### src/rtl/sdma_pkg.sv
package sdma_pkg;
  typedef enum logic {
    PH_READ  = 1'b0,
    PH_WRITE = 1'b1
  } sdma_phase_e;
endpackage

### src/rtl/sdma_sequencer.sv
module sdma_sequencer
  import sdma_pkg::*;
#(
  parameter int PAGE_W = 8
) (
  input  logic        clk,
  input  logic        rst_n,
  input  logic        start,
  output logic        active,
  output sdma_phase_e phase,
  output logic        last
);
  localparam int CNT_W = PAGE_W + 1;

  logic [CNT_W-1:0] step_q;
  logic             active_q;

  // Final step is 2*size-1, which is all ones in CNT_W bits.
  assign last   = active_q && (step_q == {CNT_W{1'b1}});
  assign phase  = step_q[0] ? PH_WRITE : PH_READ;
  assign active = active_q;

  always_ff @(posedge clk) begin
    if (!rst_n) begin
      active_q <= 1'b0;
      step_q   <= '0;
    end else if (start) begin
      active_q <= 1'b1;
      step_q   <= '0;
    end else if (active_q) begin
      step_q <= step_q + 1'b1;
      if (last) begin
        active_q <= 1'b0;
      end
    end
  end
endmodule

### src/rtl/sdma_addr_gen.sv
module sdma_addr_gen #(
  parameter int ADDR_W = 16,
  parameter int PAGE_W = 8
) (
  input  logic                     clk,
  input  logic                     rst_n,
  input  logic                     start,
  input  logic [ADDR_W-PAGE_W-1:0] page,
  input  logic                     rd_step,
  input  logic                     wr_step,
  output logic [ADDR_W-1:0]        src_addr,
  output logic [PAGE_W-1:0]        dst_addr
);
  logic [ADDR_W-1:0] src_q;
  logic [PAGE_W-1:0] dst_q;

  always_ff @(posedge clk) begin
    if (!rst_n) begin
      src_q <= '0;
      dst_q <= '0;
    end else if (start) begin
      src_q <= {page, {PAGE_W{1'b0}}};
      dst_q <= '0;
    end else begin
      if (rd_step) src_q <= src_q + 1'b1;
      if (wr_step) dst_q <= dst_q + 1'b1;
    end
  end

  assign src_addr = src_q;
  assign dst_addr = dst_q;
endmodule

### src/rtl/sdma_data_latch.sv
module sdma_data_latch #(
  parameter int DATA_W = 8
) (
  input  logic              clk,
  input  logic              rst_n,
  input  logic              load,
  input  logic [DATA_W-1:0] din,
  output logic [DATA_W-1:0] dout
);
  always_ff @(posedge clk) begin
    if (!rst_n) begin
      dout <= '0;
    end else if (load) begin
      dout <= din;
    end
  end
endmodule

### src/rtl/sprite_page_dma.sv
module sprite_page_dma
  import sdma_pkg::*;
#(
  parameter int ADDR_W = 16,
  parameter int PAGE_W = 8,
  parameter int DATA_W = 8
) (
  input  logic                     clk,
  input  logic                     rst_n,
  input  logic                     trig_wr,
  input  logic [ADDR_W-PAGE_W-1:0] trig_page,
  output logic [ADDR_W-1:0]        mem_addr,
  output logic                     mem_rd,
  input  logic [DATA_W-1:0]        mem_rdata,
  output logic                     bus_hold,
  output logic [PAGE_W-1:0]        spr_addr,
  output logic [DATA_W-1:0]        spr_wdata,
  output logic                     spr_we,
  output logic                     busy
);
  logic        active;
  logic        last;
  sdma_phase_e phase;
  logic        rd_now;
  logic        wr_now;

  sdma_sequencer #(.PAGE_W(PAGE_W)) u_seq (
    .clk    (clk),
    .rst_n  (rst_n),
    .start  (trig_wr),
    .active (active),
    .phase  (phase),
    .last   (last)
  );

  assign rd_now = active && (phase == PH_READ);
  assign wr_now = active && (phase == PH_WRITE);

  sdma_addr_gen #(.ADDR_W(ADDR_W), .PAGE_W(PAGE_W)) u_addr (
    .clk      (clk),
    .rst_n    (rst_n),
    .start    (trig_wr),
    .page     (trig_page),
    .rd_step  (rd_now),
    .wr_step  (wr_now),
    .src_addr (mem_addr),
    .dst_addr (spr_addr)
  );

  sdma_data_latch #(.DATA_W(DATA_W)) u_latch (
    .clk   (clk),
    .rst_n (rst_n),
    .load  (rd_now),
    .din   (mem_rdata),
    .dout  (spr_wdata)
  );

  assign mem_rd   = rd_now;
  assign spr_we   = wr_now;
  assign bus_hold = active;
  assign busy     = active;
endmodule

### config.mk
export PLATFORM = sky130hd
export DESIGN_NAME = sprite_page_dma
export DESIGN_NICKNAME = d
export VERILOG_FILES = /design/src/rtl/sdma_pkg.sv /design/src/rtl/sdma_sequencer.sv /design/src/rtl/sdma_addr_gen.sv /design/src/rtl/sdma_data_latch.sv /design/src/rtl/sprite_page_dma.sv
export SDC_FILE = /design/constraint.sdc
export NUM_CORES = 1
export LEC_CHECK = 0
export BUFFER_PORTS_ARGS = -buffer_cell sky130_fd_sc_hd__buf_2
export CAP_MARGIN = 10
export CORE_UTILIZATION = 35
export CTS_CLUSTER_DIAMETER = 150
export CTS_CLUSTER_SIZE = 12
export DETAILED_ROUTE_END_ITERATION = 6
export GPL_TIMING_DRIVEN = 0
export PLACE_DENSITY = 0.62
export SYNTH_ARGS = -nofsm -noshare
export SYNTH_HDL_FRONTEND = slang
export SYNTH_SLANG_ARGS = --single-unit
### constraint.sdc
create_clock -name clk -period 2 [get_ports clk]
set_clock_uncertainty 0.05 [all_clocks]
set_input_delay 0.1 -clock clk [delete_from_list [all_inputs] [get_ports clk]]
set_output_delay 0.1 -clock clk [all_outputs]
set_load 0.02 [all_outputs]
### Yosys cells after proc, flatten, opt, wreduce, memory -nomap -nowiden

Cells that the tools add are included.

| word-level totals | value |
|---|---|
| register bits after elaboration | 42 |
| input bits | 19 |
| word-level logic and storage cells | 23 |

| operators by class | value |
|---|---|
| add/subtract/negate cells | 3 |
| eq/ne operators | 1 |
| muxes and demuxes | 6 |
| bitwise logic cells | 2 |
| reductions and logical operators | 5 |

Operators with widths:

| cell | count |
|---|---|
| 2-to-1 mux 16 bit | 2 |
| adder 16 x 1 -> 16 bit, second input constant | 1 |
| adder 9 x 1 -> 9 bit, second input constant | 1 |
| == test 9 bit, second input constant | 1 |
| adder 8 x 1 -> 8 bit, second input constant | 1 |
| 2-to-1 mux 1 bit | 4 |
| logical AND 1 bit | 3 |
| NOT 1 bit | 2 |
| nonzero test 2 bit | 1 |
| OR reduction 2 bit | 1 |

### Logic depth before layout (Yosys ltp)

Gate-level depths: netlist of run 1.

| logic depth | value |
|---|---|
| word-level depth | 5 |
| gate-level depth with buffers | 6 |

### Modules after synthesis

From an unflattened synthesis of run 1, not the netlist that was laid out.

| unflattened totals | value |
|---|---|
| cell total of the unflattened synthesis | 204 |
| area total of the unflattened synthesis | 1,860.5 um^2 |

By module, submodules not included:

| module | instances | cells each | area each (um^2) |
|---|---|---|---|
| sdma_addr_gen | 1 | 128 | 1,094.8 |
| sdma_sequencer | 1 | 48 | 440.4 |
| sdma_data_latch | 1 | 25 | 301.5 |
| sprite_page_dma | 1 | 3 | 23.8 |

### Worst setup path after synthesis of run 1

Ideal clock, no wire load.

| timing | value |
|---|---|
| kind | register to register |
| from | reg u_addr.src_q[4] (netlist: u_addr.src_addr[4]) |
| to | reg u_addr.src_q[13] (netlist: u_addr.src_addr[13]) |
| setup time | 74 ps |
| arrival | 1,559 ps |
| data required time | 1,876 ps |
| path slack | 317 ps |
| cell stages (with the launch flop) | 5 |
| buffers on the path | 0 |
| period minus slack after synthesis | 1,683 ps |
| cell sequence | dfxtp_1 -> nand4_4 -> or3_1 -> or3_1 -> a31oi_1 |

| on the way | value |
|---|---|
| longest elaborated chain between the ends | 3 |

Ends and longest elaborated chain:

| item | RTL line | source |
|---|---|---|
| start, declared | sdma_addr_gen.sv:14 | `logic [ADDR_W-1:0] src_q;` |
| start signal, assigned | sdma_addr_gen.sv:22 | `src_q <= {page, {PAGE_W{1'b0}}};` |
| start signal, assigned | sdma_addr_gen.sv:25 | `if (rd_step) src_q <= src_q + 1'b1;` |
| adder 16 x 1 -> 16 bit | sdma_addr_gen.sv:25 |  |
| 2-to-1 mux 16 bit | sdma_addr_gen.sv:25 |  |
| 2-to-1 mux 16 bit | sdma_addr_gen.sv:21 | `end else if (start) begin` |

No other way between the ends. The select of a mux whose other input is x is not followed.
A chain may end at the register's enable or synchronous reset.

### Final worst setup path of run 1

| timing | value |
|---|---|
| from | reg u_seq.active_q (netlist: u_seq.active) |
| to | reg u_addr.src_q[14] (netlist: u_addr.src_addr[14]) |

| on the way | value |
|---|---|
| longest elaborated chain between the ends | 2 |

Ends and longest elaborated chain:

| item | RTL line | source |
|---|---|---|
| start, declared | sdma_sequencer.sv:16 | `logic active_q;` |
| start signal, assigned | sdma_sequencer.sv:25 | `active_q <= 1'b0;` |
| start signal, assigned | sdma_sequencer.sv:28 | `active_q <= 1'b1;` |
| start signal, assigned | sdma_sequencer.sv:33 | `active_q <= 1'b0;` |
| logical AND 1 bit | sprite_page_dma.sv:36 | `assign rd_now = active && (phase == PH_READ);` |
| nonzero test 2 bit (no line) | - |  |

No other way between the ends.

==> results of run 1 <==
## layer usage
metal	wire length, um	track usage [%]	part of all wire, %
met1	1930	19.1	46
met2	1990	27.4	48
met3	182	4.15	4.4
met4	55	5.66	1.3
met5	0	0	0
## worst paths after layout
path / cells after the start / to / slack [ps]
max: 5 / u_addr.src_addr[14] / 190
max reg2reg: 5 / u_addr.src_addr[14] / 190
min reg2reg: 2 / u_latch.dout[7] / 410
min: 3 / u_addr.src_addr[12] / 20
## final cells by class
type                       count  share of cell area, %
clock buffer                   7                   3.61
clock inverter                 1                  0.209
buffer                         9                   1.67
inverter                       4                  0.627
tap                           70                   3.66
multi-input combinational    156                   40.7
timing repair buffer          61                   14.4
sequential                    42                   35.1
## state kept, by name, summed over array words and instances (netlist names)
register and count:
u_addr.src_addr 16, u_addr.dst_addr 8, u_seq.step_q 9, u_latch.dout 8, u_seq.active 1
## timing repair
item / 4_1_cts / 5_1_grt
hold endpoints to repair: 8 / 0
gates resized for setup: 0 / 1
endpoints found under the setup margin: 0 / 2
hold buffers: 8 / 0
## metrics by stage
step                hold WS [ps]  utilization [%]  std cells  setup WS (ps)
detailed placement           309             43.5        335            126
CTS                         13.5             46.8        351           18.4
global placement             302             43.5        335            244
floorplan                    195                -        212            317
finish                      24.9             46.9        350            193
global route                10.6             46.9        350           37.5
## placed cells by master, fill, tap and decap left out, drive strengths merged
master,netlist,final
nor3,4,4
dfxtp,42,42
nor4,4,4
o21ai,9,9
nor2b,1,1
buf,3,56
nor4b,1,1
and3,3,3
xor2,15,15
dlygate4sd3,0,8
a21boi,9,9
or3,2,2
a31oi,2,2
and2,1,1
xnor2,9,9
o31ai,1,1
a211oi,1,1
nand4b,1,1
ha,4,4
a21oi,6,6
mux2i,4,4
inv,4,4
nand4,11,11
nand3,8,8
and4b,1,1
clkbuf,7,13
clkinv,0,1
o2111a,1,1
nand2,26,26
nand2b,3,3
nor2,26,26
or4,1,1
and4,2,2
## power breakdown
part | switching [mW] | internal (mW) | total [mW]
sequential | 0.0231 | 0.860 | 0.883
combinational | 0.102 | 0.0718 | 0.174
clock | 0.280 | 0.279 | 0.558
total | 0.405 | 1.21 | 1.62
## cell families after synthesis
family	after synthesis	share of synthesized area, %
AND/OR/NAND/NOR	95	26.0
flip-flops	42	45.0
AO/OA/AOI/OAI	29	9.72
XOR/XNOR	24	11.3
buffers and inverters	14	3.15
multiplexers	4	2.14
adder cells (fa/ha/maj)	4	2.68
## critical path, cell delays in order (launching register included)
cell	delay (ps)
dfxtp_1	380
buf_2	240
nand4b_2	310
nor4_2	440
nor3_1	80
a211oi_1	210
==> metrics, run 1 <==
Netlist cell types=33; area of the multi-input gates=973 um2; PortBufs=53; relative slew slack=64.7%; final hold viol count=0; core area=0.00511 mm2; fmax=554 MHz; layout cells sized above 1=23.6%; total negative slack=0 ps; post-detail-place hpwl=2.97 mm; vias in the first global route=1536; final setup fails=0; P per Cell Area=675 mW/mm2; Clk Latency, worst-skew pair=290 ps; full die area=0.00563 mm2; initial antenna violation count=0; clk buf depth=2; Post-synth EDFFs=0; Critical Path Start=u_seq.active; Placed Area=0.00222 mm2; Nets=302; Hold Crit Class=in -> reg; Area growth, synth to finish=28.2%; syn_nets=235; critical setup path kind=reg -> reg; DRC viols=0; Reg2Reg Launch Point=u_seq.active; # Post-CTS Setup Buffers=0; Final Wtd Congestion=0.738; gr ovfl total=0; num ports=55; status=finished clean; CP max FO=10; total number of vias=1686; final WL=4.15 mm; Pins Over Slew Limit=0; cells after synthesis=212; post-DR vias/cell=4.82; Row Count=26; clock sinks=42; drt pass-1 iters=4; type of destination of the critical path=register; top-count cell post-synth=dfxtp_1; CP arrival=1950 ps; worst path required time=2150 ps; Final min period=1810 ps; Antenna Diode Count=0; Root Driver=clkbuf_8; register area=841 um2; Syn Area/Cell=8.81 um2; Num CTS Buffers=5; YS warnings=0; clk slew on worst S/H paths=80 ps; CTS tree=done; Worst Max-Slew Pin Slew=530 ps; GR Util All Layers=15.9%; H-tree depth=2; largest net degree at the start of global routing=13; synth top area cells=dfxtp_1 45%, xor2_1 7.0%, nand2_1 5.2%; Post-synth ARST share=0%; Yosys reg bits=42; Final Instance Area=0.00239 mm2; DRT iter0 DRCs=42; RSZ-0062 raised after global routing=false; Synth area leader=dfxtp_1; Seq/Total Area, Yosys=45.0%; Initial Util=36.6%; Tcrit/Tclk final=90.3%; synth cell count leaders=42 x dfxtp_1, 26 x nand2_1, 26 x nor2_1, 15 x xor2_1, 10 x nand4_1; min-delay src=trig_page[4]; P_leak=1.02 nW; global-route wire length before repair=6.72 mm; antenna viol nets, final=0; max-cap violation count=0; # fillers=546; nature of the critical path startpoint=register; Avg WL per Cell=11.9 um; Die Wd=75.0 um; Post-Syn Area=0.00187 mm2; Synth top area share=45.0%; Die Height=75.0 um; Power, Total=1.62 mW; Most used DFF post-synth=dfxtp_1; peak supply drop=0.000319 V
No activity file was read; power rests on OpenSTA's default activity.
==> run 2, diff against run 1 <==
- PLACE_DENSITY: 0.62 -> default
- PLACE_DENSITY_LB_ADDON: default -> 0.12
==> metrics, run 2 (synthesis results as in run 1) <==
max-cap violation count=0 (unchanged); Die Wd=75.0 um (unchanged); clock sinks=42 (unchanged); Die Height=75.0 um (unchanged); P per Cell Area=663 mW/mm2 (-1.7%); share of power burned in combinational logic=11.0% (+0.2 points); global-route wire length before repair=6.64 mm (-1.2%); vias in the first global route=1438 (-6.4%); final WL=4.23 mm (+1.9%); gr ovfl total=0 (unchanged); H-tree depth=2 (unchanged); Initial Util=36.6% (unchanged); switching pwr=409 uW (+0.90%); Pins Over Slew Limit=0 (unchanged); Nets=302 (unchanged); Num CTS Buffers=5 (unchanged); total number of vias=1652 (-2.0%); P_leak=1.02 nW (-0.44%); CP delay by family, top=buffers and inverters; nature of the critical path startpoint=register; Worst Max-Slew Pin Slew=523 ps (-7.03 ps); DRC viols=0 (unchanged); Final Instance Area=0.00237 mm2 (-0.78%); initial antenna violation count=0 (unchanged); Clk Latency, worst-skew pair=290 ps (about the same); GR Util All Layers=15.9% (+0.034 points); post-DR vias/cell=4.73 (-1.7%); clk buf depth=2 (unchanged); CP arrival=1640 ps (-310 ps); slowest cell on the critical path=dfxtp_1; Critical Path Start=u_seq.active; Final Wtd Congestion=0.691 (-6.3%); slowest cell delay on critical path=400 ps (-40 ps); min-delay src=trig_page[7]; CP most frequent cell=buf_2; sw frac=26.0% (+0.88 points); status=finished clean; relative slew slack=65.1% (+0.47 points); peak supply drop=0.000305 V (-4.4%); DRT iter0 DRCs=48 (+14%); Area growth, synth to finish=27.2%; final setup fails=0 (unchanged); Final min period=1790 ps (-16.4 ps); type of destination of the critical path=output pin; core area=0.00511 mm2 (unchanged); Antenna Diode Count=0 (unchanged); fmax=559 MHz (+0.92%); Worst R2R Path Depth=5 (unchanged); Reg2Reg Launch Point=u_seq.active; # Post-CTS Setup Buffers=0 (unchanged); commonest non-fill, non-tap cell in the layout=buf_2; Tcrit/Tclk final=89.5% (-0.82 points); Critical Path Stages=4 (-1); internal power=1.17 mW (-3.6%); num ports=55 (unchanged); final hold viol count=0 (unchanged); clock share of power=32.8% (-1.8 points); PortBufs=53 (unchanged); Resize count post-CTS=0 (unchanged); Hold Crit Class=in -> reg; commonest cells after routing, fill and taps aside=55 x buf_2, 42 x dfxtp_1, 26 x nand2_1, 26 x nor2_1, 15 x xor2_1; Reg power frac=56.1% (+1.4 points); Buf/Inv on CP=3 (+2); drt pass-1 iters=4 (unchanged); Layout Utilization=46.5% (-0.37 points); Avg WL per Cell=12.1 um (+2.2%); layout cells sized above 1=23.3% (-0.27 points); CTS tree=done; Placed Area=0.00222 mm2 (unchanged); hold path cells=2 (-1); RSZ-0062 raised after global routing=false; full die area=0.00563 mm2 (unchanged); post-detail-place hpwl=2.99 mm (+0.51%); Row Count=26 (unchanged); CP cell instances=buf_2 > and2_1 > buf_2 > buf_2; total negative slack=0 ps (unchanged); antenna viol nets, final=0 (unchanged); Root Driver=clkbuf_8; clk slew on worst S/H paths=80 ps (about the same); max reg flops=16 (unchanged); critical setup path kind=reg -> out; worst path required time=1850 ps (-300 ps); largest net degree at the start of global routing=13 (unchanged); CP max FO=10 (unchanged)
## run 2: final cells by class
class | count | area, um2
Fill cell | 567 | 2730
Multi-Input combinational cell | 156 | 967
Sequential cell | 42 | 841
Timing Repair Buffer | 61 | 345
Tap cell | 70 | 87.6
Clock buffer | 5 | 68.8
Buffer | 9 | 40.0
Inverter | 4 | 15.0
Clock inverter | 2 | 10.0
## run 2: stage by stage
step	setup WS, ps	cells	hold slack [ps]	total power [mW]
6_report	210	349	11.0	1.58
3_3_place_gp	247	335	302	1.07
3_5_place_dp	245	335	308	1.07
4_1_cts	173	349	8.31	1.60
2_1_floorplan	317	212	195	1.00
5_1_grt	61.6	349	0.539	1.66
## run 2: worst register-to-register path: stages, from the launching register on
cell and delay (ps):
dfxtp_1 400, buf_2 250, nand4b_2 280, nor4_1 400, xnor2_1 160, a21oi_1 80
## run 2: what timing repair did
action | CTS | global route
setup endpoints to repair | 1 | 0
hold endpoints to repair | 8 | 0
hold buffers | 8 | 0
## run 2: layer usage
layer	share of wire [%]	track usage [%]	up-vias
met5	0	0	-
met4	1.4	5.66	0
met3	4.2	4.42	7
met2	44	24.4	32
met1	50	21.5	747
li1	-	-	866
## run 2: path summary, 6_finish.rpt
| check | slack (ps) | endpoint |
|---|---|---|
| worst min register to register | 410 | u_latch.dout[0] |
| worst max-delay path | 210 | spr_we |
| worst max register to register | 240 | u_addr.src_addr[12] |
| worst min-delay path | 10 | u_addr.src_addr[15] |
## run 2: power by group through the flow
stage / Clock (mW) / Combinational (mW) / Sequential [mW]
5_1_grt: 0.578 / 0.192 / 0.888
3_3_place_gp: 0 / 0.165 / 0.903
4_1_cts: 0.539 / 0.177 / 0.884
6_report: 0.517 / 0.174 / 0.884
2_1_floorplan: 0 / 0.0742 / 0.928
3_5_place_dp: 0 / 0.166 / 0.903
